===== config.mk =====
export PLATFORM = sky130hd
export DESIGN_NAME = nvm_byte_writer
export DESIGN_NICKNAME = d
export VERILOG_FILES = /design/src/rtl/nvm_wr_pkg.sv /design/src/rtl/nvm_cycle_cnt.sv /design/src/rtl/nvm_done_detect.sv /design/src/rtl/nvm_byte_writer.sv
export SDC_FILE = /design/constraint.sdc
export NUM_CORES = 1
export LEC_CHECK = 0
export ABC_AREA = 1
export ABC_CLOCK_PERIOD_IN_PS = 4600
export BUFFER_PORTS_ARGS = -buffer_cell sky130_fd_sc_hd__buf_4
export CAP_MARGIN = 5
export CORE_MARGIN = 1.5
export CORE_UTILIZATION = 61
export CTS_CLUSTER_SIZE = 28
export DETAILED_ROUTE_END_ITERATION = 16
export GPL_TIMING_DRIVEN = 0
export PLACE_DENSITY = 0.91
export SKIP_LAST_GASP = 1
export SYNTH_ARGS = -nofsm -noshare
export SYNTH_HDL_FRONTEND = slang
export SYNTH_SLANG_ARGS = --single-unit

===== constraint.sdc =====
create_clock -name clk -period 4.6 [get_ports clk]
set_clock_uncertainty 0.2 [all_clocks]
set_input_delay 0.23 -clock clk [delete_from_list [all_inputs] [get_ports clk]]
set_output_delay 0.23 -clock clk [all_outputs]
set_load 0.02 [all_outputs]

===== src/rtl/nvm_wr_pkg.sv =====
package nvm_wr_pkg;

   typedef enum logic [3:0] {
      S_PWR,
      S_IDLE,
      S_SETUP,
      S_PULSE,
      S_HOLD,
      S_READ,
      S_GAP,
      S_SETTLE,
      S_WAITRDY,
      S_REPORT
   } wr_state_e;

   // bits needed to hold values 0..n
   function automatic int unsigned cnt_bits(input longint unsigned n);
      return (n < 2) ? 1 : $clog2(n + 1);
   endfunction

   function automatic longint unsigned max2(input longint unsigned a, input longint unsigned b);
      return (a > b) ? a : b;
   endfunction

endpackage


===== src/rtl/nvm_cycle_cnt.sv =====
module nvm_cycle_cnt #(
   parameter int unsigned   W       = 8,
   parameter logic [W-1:0]  RST_VAL = '0
) (
   input  logic         clk,
   input  logic         rst_n,
   input  logic         load,
   input  logic [W-1:0] load_val,
   output logic         zero
);
   logic [W-1:0] cnt_q;

   always_ff @(posedge clk) begin
      if (!rst_n)
         cnt_q <= RST_VAL;
      else if (load)
         cnt_q <= load_val;
      else if (cnt_q != '0)
         cnt_q <= cnt_q - 1'b1;
   end

   assign zero = (cnt_q == '0);
endmodule


===== src/rtl/nvm_done_detect.sv =====
module nvm_done_detect #(
   parameter int unsigned DATA_W      = 8,
   parameter int unsigned POLL_BIT    = 7,
   parameter bit          HAS_RDY_PIN = 1'b1,
   parameter int unsigned RDY_SYNC    = 2
) (
   input  logic              clk,
   input  logic              rst_n,
   input  logic              use_busy,
   input  logic              mem_ready,
   input  logic [DATA_W-1:0] rd_data,
   input  logic [DATA_W-1:0] exp_data,
   output logic              busy_sel,
   output logic              rdy_seen,
   output logic              poll_match
);
   assign poll_match = (rd_data[POLL_BIT] == exp_data[POLL_BIT]);

   logic unused_bits;
   assign unused_bits = ^{rd_data, exp_data};

   if (HAS_RDY_PIN) begin : g_rdy
      logic [RDY_SYNC-1:0] sync_q;
      always_ff @(posedge clk) begin
         if (!rst_n) sync_q[0] <= 1'b0;
         else        sync_q[0] <= mem_ready;
      end
      for (genvar i = 1; i < RDY_SYNC; i++) begin : g_stage
         always_ff @(posedge clk) begin
            if (!rst_n) sync_q[i] <= 1'b0;
            else        sync_q[i] <= sync_q[i-1];
         end
      end
      assign busy_sel = use_busy;
      assign rdy_seen = sync_q[RDY_SYNC-1];
   end else begin : g_nordy
      logic unused_rdy;
      assign unused_rdy = ^{use_busy, mem_ready, clk, rst_n};
      assign busy_sel   = 1'b0;
      assign rdy_seen   = 1'b0;
   end
endmodule


===== src/rtl/nvm_byte_writer.sv =====
module nvm_byte_writer
   import nvm_wr_pkg::*;
#(
   parameter int unsigned ADDR_W       = 11,
   parameter int unsigned DATA_W       = 8,
   parameter int unsigned POLL_BIT     = DATA_W - 1,
   parameter int unsigned PWR_ON_CYC   = 1_250_000,
   parameter int unsigned TIMEOUT_CYC  = 250_000,
   parameter int unsigned SETUP_CYC    = 2,
   parameter int unsigned PULSE_CYC    = 25,
   parameter int unsigned HOLD_CYC     = 3,
   parameter int unsigned ACCESS_CYC   = 50,
   parameter int unsigned BUSY_LAT_CYC = 8,
   parameter bit          HAS_RDY_PIN  = 1'b1,
   parameter int unsigned RDY_SYNC     = 2
) (
   input  logic              clk,
   input  logic              rst_n,
   input  logic              req_valid,
   output logic              req_ready,
   input  logic [ADDR_W-1:0] req_addr,
   input  logic [DATA_W-1:0] req_data,
   input  logic              use_busy,
   output logic              done,
   output logic              timeout,
   output logic [ADDR_W-1:0] mem_addr,
   output logic [DATA_W-1:0] mem_dq_o,
   output logic              mem_dq_oe,
   input  logic [DATA_W-1:0] mem_dq_i,
   output logic              mem_ce_n,
   output logic              mem_oe_n,
   output logic              mem_we_n,
   input  logic              mem_ready
);
   localparam longint unsigned PH_MAX =
      max2(max2(max2(PWR_ON_CYC, ACCESS_CYC), max2(PULSE_CYC, SETUP_CYC)),
           max2(HOLD_CYC, BUSY_LAT_CYC));
   localparam int unsigned PH_W = cnt_bits(PH_MAX);
   localparam int unsigned DL_W = cnt_bits(TIMEOUT_CYC);

   // elaboration-time parameter checks
   if (ADDR_W < 1 || DATA_W < 1) begin : g_bad_width
      $error("nvm_byte_writer: widths must be at least 1");
   end
   if (POLL_BIT >= DATA_W) begin : g_bad_poll
      $error("nvm_byte_writer: POLL_BIT outside data word");
   end
   if (PWR_ON_CYC < 1 || TIMEOUT_CYC < 1 || SETUP_CYC < 1 || PULSE_CYC < 1 ||
       HOLD_CYC < 1 || ACCESS_CYC < 1 || BUSY_LAT_CYC < 1) begin : g_bad_time
      $error("nvm_byte_writer: every interval must be at least one cycle");
   end
   if (HAS_RDY_PIN && RDY_SYNC < 1) begin : g_bad_sync
      $error("nvm_byte_writer: RDY_SYNC must be at least 1");
   end

   wr_state_e         st_q, st_d;
   logic [ADDR_W-1:0] addr_q;
   logic [DATA_W-1:0] data_q;
   logic              done_q, to_q;
   logic              fin_ok, fin_to;
   logic              ph_load, ph_zero;
   logic [PH_W-1:0]   ph_val;
   logic              dl_load, dl_zero;
   logic              busy_sel, rdy_seen, poll_match;
   logic              accept;

   nvm_cycle_cnt #(.W(PH_W), .RST_VAL(PH_W'(PWR_ON_CYC - 1))) i_phase (
      .clk(clk), .rst_n(rst_n), .load(ph_load), .load_val(ph_val), .zero(ph_zero)
   );

   nvm_cycle_cnt #(.W(DL_W), .RST_VAL('0)) i_deadline (
      .clk(clk), .rst_n(rst_n), .load(dl_load),
      .load_val(DL_W'(TIMEOUT_CYC - 1)), .zero(dl_zero)
   );

   nvm_done_detect #(
      .DATA_W(DATA_W), .POLL_BIT(POLL_BIT),
      .HAS_RDY_PIN(HAS_RDY_PIN), .RDY_SYNC(RDY_SYNC)
   ) i_detect (
      .clk(clk), .rst_n(rst_n), .use_busy(use_busy), .mem_ready(mem_ready),
      .rd_data(mem_dq_i), .exp_data(data_q),
      .busy_sel(busy_sel), .rdy_seen(rdy_seen), .poll_match(poll_match)
   );

   assign accept = req_valid && (st_q == S_IDLE);

   always_comb begin
      st_d    = st_q;
      ph_load = 1'b0;
      ph_val  = '0;
      dl_load = 1'b0;
      fin_ok  = 1'b0;
      fin_to  = 1'b0;
      unique case (st_q)
         S_PWR: begin
            if (ph_zero) st_d = S_IDLE;
         end
         S_IDLE: begin
            if (req_valid) begin
               st_d    = S_SETUP;
               ph_load = 1'b1;
               ph_val  = PH_W'(SETUP_CYC - 1);
            end
         end
         S_SETUP: begin
            if (ph_zero) begin
               st_d    = S_PULSE;
               ph_load = 1'b1;
               ph_val  = PH_W'(PULSE_CYC - 1);
            end
         end
         S_PULSE: begin
            if (ph_zero) begin
               st_d    = S_HOLD;
               ph_load = 1'b1;
               ph_val  = PH_W'(HOLD_CYC - 1);
               dl_load = 1'b1;
            end
         end
         S_HOLD: begin
            if (dl_zero) begin
               fin_to = 1'b1;
            end else if (ph_zero) begin
               ph_load = 1'b1;
               if (busy_sel) begin
                  st_d   = S_SETTLE;
                  ph_val = PH_W'(BUSY_LAT_CYC - 1);
               end else begin
                  st_d   = S_READ;
                  ph_val = PH_W'(ACCESS_CYC - 1);
               end
            end
         end
         S_READ: begin
            if (ph_zero && poll_match) fin_ok = 1'b1;
            else if (dl_zero)          fin_to = 1'b1;
            else if (ph_zero)          st_d   = S_GAP;
         end
         S_GAP: begin
            if (dl_zero) begin
               fin_to = 1'b1;
            end else begin
               st_d    = S_READ;
               ph_load = 1'b1;
               ph_val  = PH_W'(ACCESS_CYC - 1);
            end
         end
         S_SETTLE: begin
            if (dl_zero)      fin_to = 1'b1;
            else if (ph_zero) st_d   = S_WAITRDY;
         end
         S_WAITRDY: begin
            if (rdy_seen)     fin_ok = 1'b1;
            else if (dl_zero) fin_to = 1'b1;
         end
         S_REPORT: begin
            st_d = S_IDLE;
         end
         default: st_d = S_IDLE;
      endcase
      if (fin_ok || fin_to) st_d = S_REPORT;
   end

   always_ff @(posedge clk) begin
      if (!rst_n) begin
         st_q   <= S_PWR;
         addr_q <= '0;
         data_q <= '0;
         done_q <= 1'b0;
         to_q   <= 1'b0;
      end else begin
         st_q   <= st_d;
         done_q <= fin_ok;
         to_q   <= fin_to;
         if (accept) begin
            addr_q <= req_addr;
            data_q <= req_data;
         end
      end
   end

   assign req_ready = (st_q == S_IDLE);
   assign done      = done_q;
   assign timeout   = to_q;
   assign mem_addr  = addr_q;
   assign mem_dq_o  = data_q;
   assign mem_dq_oe = (st_q == S_SETUP) || (st_q == S_PULSE) || (st_q == S_HOLD);
   assign mem_ce_n  = !((st_q == S_SETUP) || (st_q == S_PULSE) ||
                        (st_q == S_HOLD)  || (st_q == S_READ));
   assign mem_we_n  = (st_q != S_PULSE);
   assign mem_oe_n  = (st_q != S_READ);
endmodule


==> results.md <==
- Mapped Avg Cell Area: 7.06 sq um
- Post-Syn Instances: between 500 and 600
- Core ar.: approximately 5600 sq um
- Reg2reg end: i_phase.cnt_q[2]
- Ports: just under 60
- DP HPWL: between 6000 and 7000 microns
- CP Buf/Inv Count: 1
- Final-stage net count: approximately 630
- Max IR drop VDD: 415 uV
- Flop pwr share: a little over a third
- Leakage: 0.00203 uW
- R2R depth: 11
- Vias in the first global route: approximately 4000
- ANT nets after route: 0
- First-pass GRT wire length: roughly 18000 microns
- #FFs+latches synth: 66
- Critical path cell sequence: inv_1, ha_1, nand2_1, nor2_1, nand3_1, nor2_1, nor2_2, nand3_1, nand2_1, nand2_1, nand2_1
- DR DRC count: 0
- Setup crit start kind: register
- Hold Vio Cnt, Final: 0
- Max Fclk: between 400 and 500 MHz
- # rows: 27
- Num CTS Buffers: 9
- Clock slew at reported path FFs: around 0.07 ns
- Syn Nets: around 550
- Final setup vio count: 0
- Initial DRT Pass Iterations: 5
- Top cell type's share of synthesized area: a little over a third
- Worst hold path type: in -> reg
- EDFF count, synth: 0
- Worst Path Arrival: around 2.3 ns
- Critical path fanouts, max: 5
- Filler cell count: 355
- WL per Instance: ~16 microns
- Netlist cell types: between 40 and 50
- Area growth syn-to-layout: 22.5%
- CTS Buffer Depth: 2
- Number of cells on the critical path: 11
- Top cell type by total area after synthesis: dfxtp_1
- Final core occ: 79.1%
- P_sw: 1030 uW
- Critical R2R Launch: i_phase.cnt_q[0]
- Internal power: ~1300 uW
- Die X: 80.1 microns
- CP required: 4.63 ns
- Max H-tree Level: 3
- CTS resizes: 0
- Post-CTS Setup Bufs: 0
- Comb pwr share: a little under half
- Sequential element share of the synthesized area: between 30% and 40%
- CP endpoint: i_phase.cnt_q[2]
- Worst reg2reg setup slack: roughly 2.3 ns
- Sw Ratio: about 44%
- CP Class: reg -> reg
- DRT iter0 DRCs: 385
- Port bufs: between 40 and 50
- Die area: around 6400 sq um
- Gr ovfl total: 0
- Synth warnings: 0
- Post-synth ARST share: 0%
- Worst rel slew slack: 60.4%
- Status: finished clean
- Synth Flop Type: dfxtp_1
- Crit path max-delay family: simple AND/OR/NAND/NOR gates
- Clock share of power: between 10% and 20%
- Unrepaired setup endpoints after global routing: no
- Max incr delay on CP: 0.32 ns
- Pins Over Slew Limit: 0
- Slew @ Worst Pin: approximately 0.59 ns
- Fin Hold WS: around 0.12 ns
- Vias per Instance: 5.90
- Total number of vias: just under 4000
- Critical Path Start: i_phase.cnt_q[0]
- Final WL: 10900 microns
- Layout cells sized above 1: between 20% and 30%
- Crit share post-route: 49.6%
- Clock Latency Late Sink: 0.35 ns
- ANT cells: 0
- Most used cell, CP: nand2_1
- Worst Min Path Start: rst_n
- Largest net degree at the start of global routing: 11
- DIE HEIGHT: approximately 80 microns
- Initial Utilization: between 60% and 70%
- Power per Cell Area: around 530 nW/um^2
- Final min period: ~2.3 ns
- Clk root buf: clkbuf_8
- Max-cap violations: 0
- GPL Wtd Cong: around 0.88
- Post-synthesis cell area: between 3000 and 4000 sq um
- Setup TNS: 0 ns
- Antenna violations before repair: 0
- Crit-path slowest cell: dfxtp_1
- Dominant cells by area after synthesis: dfxtp_1 36%, nor2_1 11%, nand2_1 9.1%, inv_1 5.2%, o21ai_0 4.7%
- CTS tree: built
- Overall routing resource usage: between 30% and 40%
- CP Capture Type: register
- Clock Sinks: 66
tightest hold or removal path, stage by stage:
cell and delay [ns]:
buf_2 0.20, nand2_1 0.14, a21oi_1 0.05
kinds of logic (layout without fill, tap and decap cells):
kind of cell / Yosys count / after routing / synth area share, %
buffers and inverters: 63 / 146 / 7.05
AND/OR/NAND/NOR: 290 / 290 / 39.3
XOR/XNOR: 21 / 21 / 5.08
AO/OA/AOI/OAI: 69 / 69 / 10.7
adder cells (fa/ha/maj): 4 / 4 / 1.38
flip-flops: 66 / 66 / 36.5
area by class of cell:
class                           count  area [sq um]  area share, %
Clock inverter                      4          20.0          0.451
Multi-Input combinational cell    384          2050           46.1
Timing Repair Buffer               69           568           12.8
Sequential cell                    66          1320           29.8
Clock buffer                       10           138           3.10
Inverter                           52           195           4.40
Tap cell                           72          90.1           2.03
Buffer                             11          60.1           1.35
Yosys cell counts, types with 3 or more instances:
cell type	number
nor2_1	105
nand2_1	88
dfxtp_1	66
inv_1	50
o21ai_0	34
a21oi_1	22
nand3_1	20
xor2_1	16
nor2_2	15
nand4_1	12
nor3_1	12
nand2_2	8
nand3_2	7
clkbuf_1	5
nor2_4	5
xnor2_1	5
ha_1	4
or2_2	4
buf_2	3
nor4_1	3
o21ai_1	3
cells in the final DEF, fill, tap and decap left out, types with 7 or more instances in the layout:
master         synthesis  routed
nor2_2                15      15
o21ai_0               34      34
nand3_2                7       7
nor2_1               105     105
xor2_1                16      16
nor3_1                12      12
inv_1                 50      50
nand3_1               20      20
nand2_1               88      88
dfxtp_1               66      66
nand2_2                8       8
clkbuf_8               0      10
a21oi_1               22      22
buf_4                  2      51
nand4_1               12      12
dlygate4sd3_1          0      20
metal layers:
metal	vias up	wire length [microns]	GRT usage, %
met5	-	0	0
met3	60	1020	11.4
met4	0	545	24.1
li1	1810	-	-
met2	283	5240	60.3
met1	1786	4080	40.3
power by group through the flow:
stage | registers [uW] | clock network, uW | logic, uW
floorplan | 840 | 0 | 741
global placement | 809 | 0 | 983
detailed placement | 816 | 0 | 1020
CTS | 807 | 416 | 1050
global route | 829 | 441 | 1210
finish | 817 | 419 | 1100
flip-flops by register name (all words and copies together), names as in the netlist:
signal / flops
done: 1
mem_addr: 11
mem_dq_o: 8
i_detect.rdy_seen: 1
i_detect.g_rdy.sync_q: 1
i_deadline.cnt_q: 18
timeout: 1
i_phase.cnt_q: 21
st_q: 4
through the flow:
stage	power (uW)	cell area [sq um]	cells	setup slack, ns
floorplan	1580	3620	513	2.78
finish	2340	4440	668	2.32
detailed placement	1830	4080	634	2.51
global route	2480	4440	668	2.16
CTS	2270	4440	668	2.47
global placement	1790	4080	634	2.59
what timing repair did:
item | in CTS | in global routing
endpoints found under the setup margin | 0 | 0
endpoints found under the hold margin | 20 | 0
hold buffers | 20 | 0
how the worst min path moves through the flow:
stage / end / slack, ns / cells after the start
floorplan: i_detect.g_rdy.sync_q[0] / 0.13 / 2
global placement: i_detect.rdy_seen / 0.19 / 2
detailed placement: i_detect.rdy_seen / 0.20 / 2
CTS: mem_dq_o[7] / 0.04 / 3
global route: i_deadline.cnt_q[16] / 0.11 / 3
finish: i_deadline.cnt_q[16] / 0.12 / 3
No activity file was read; power rests on OpenSTA's default activity.
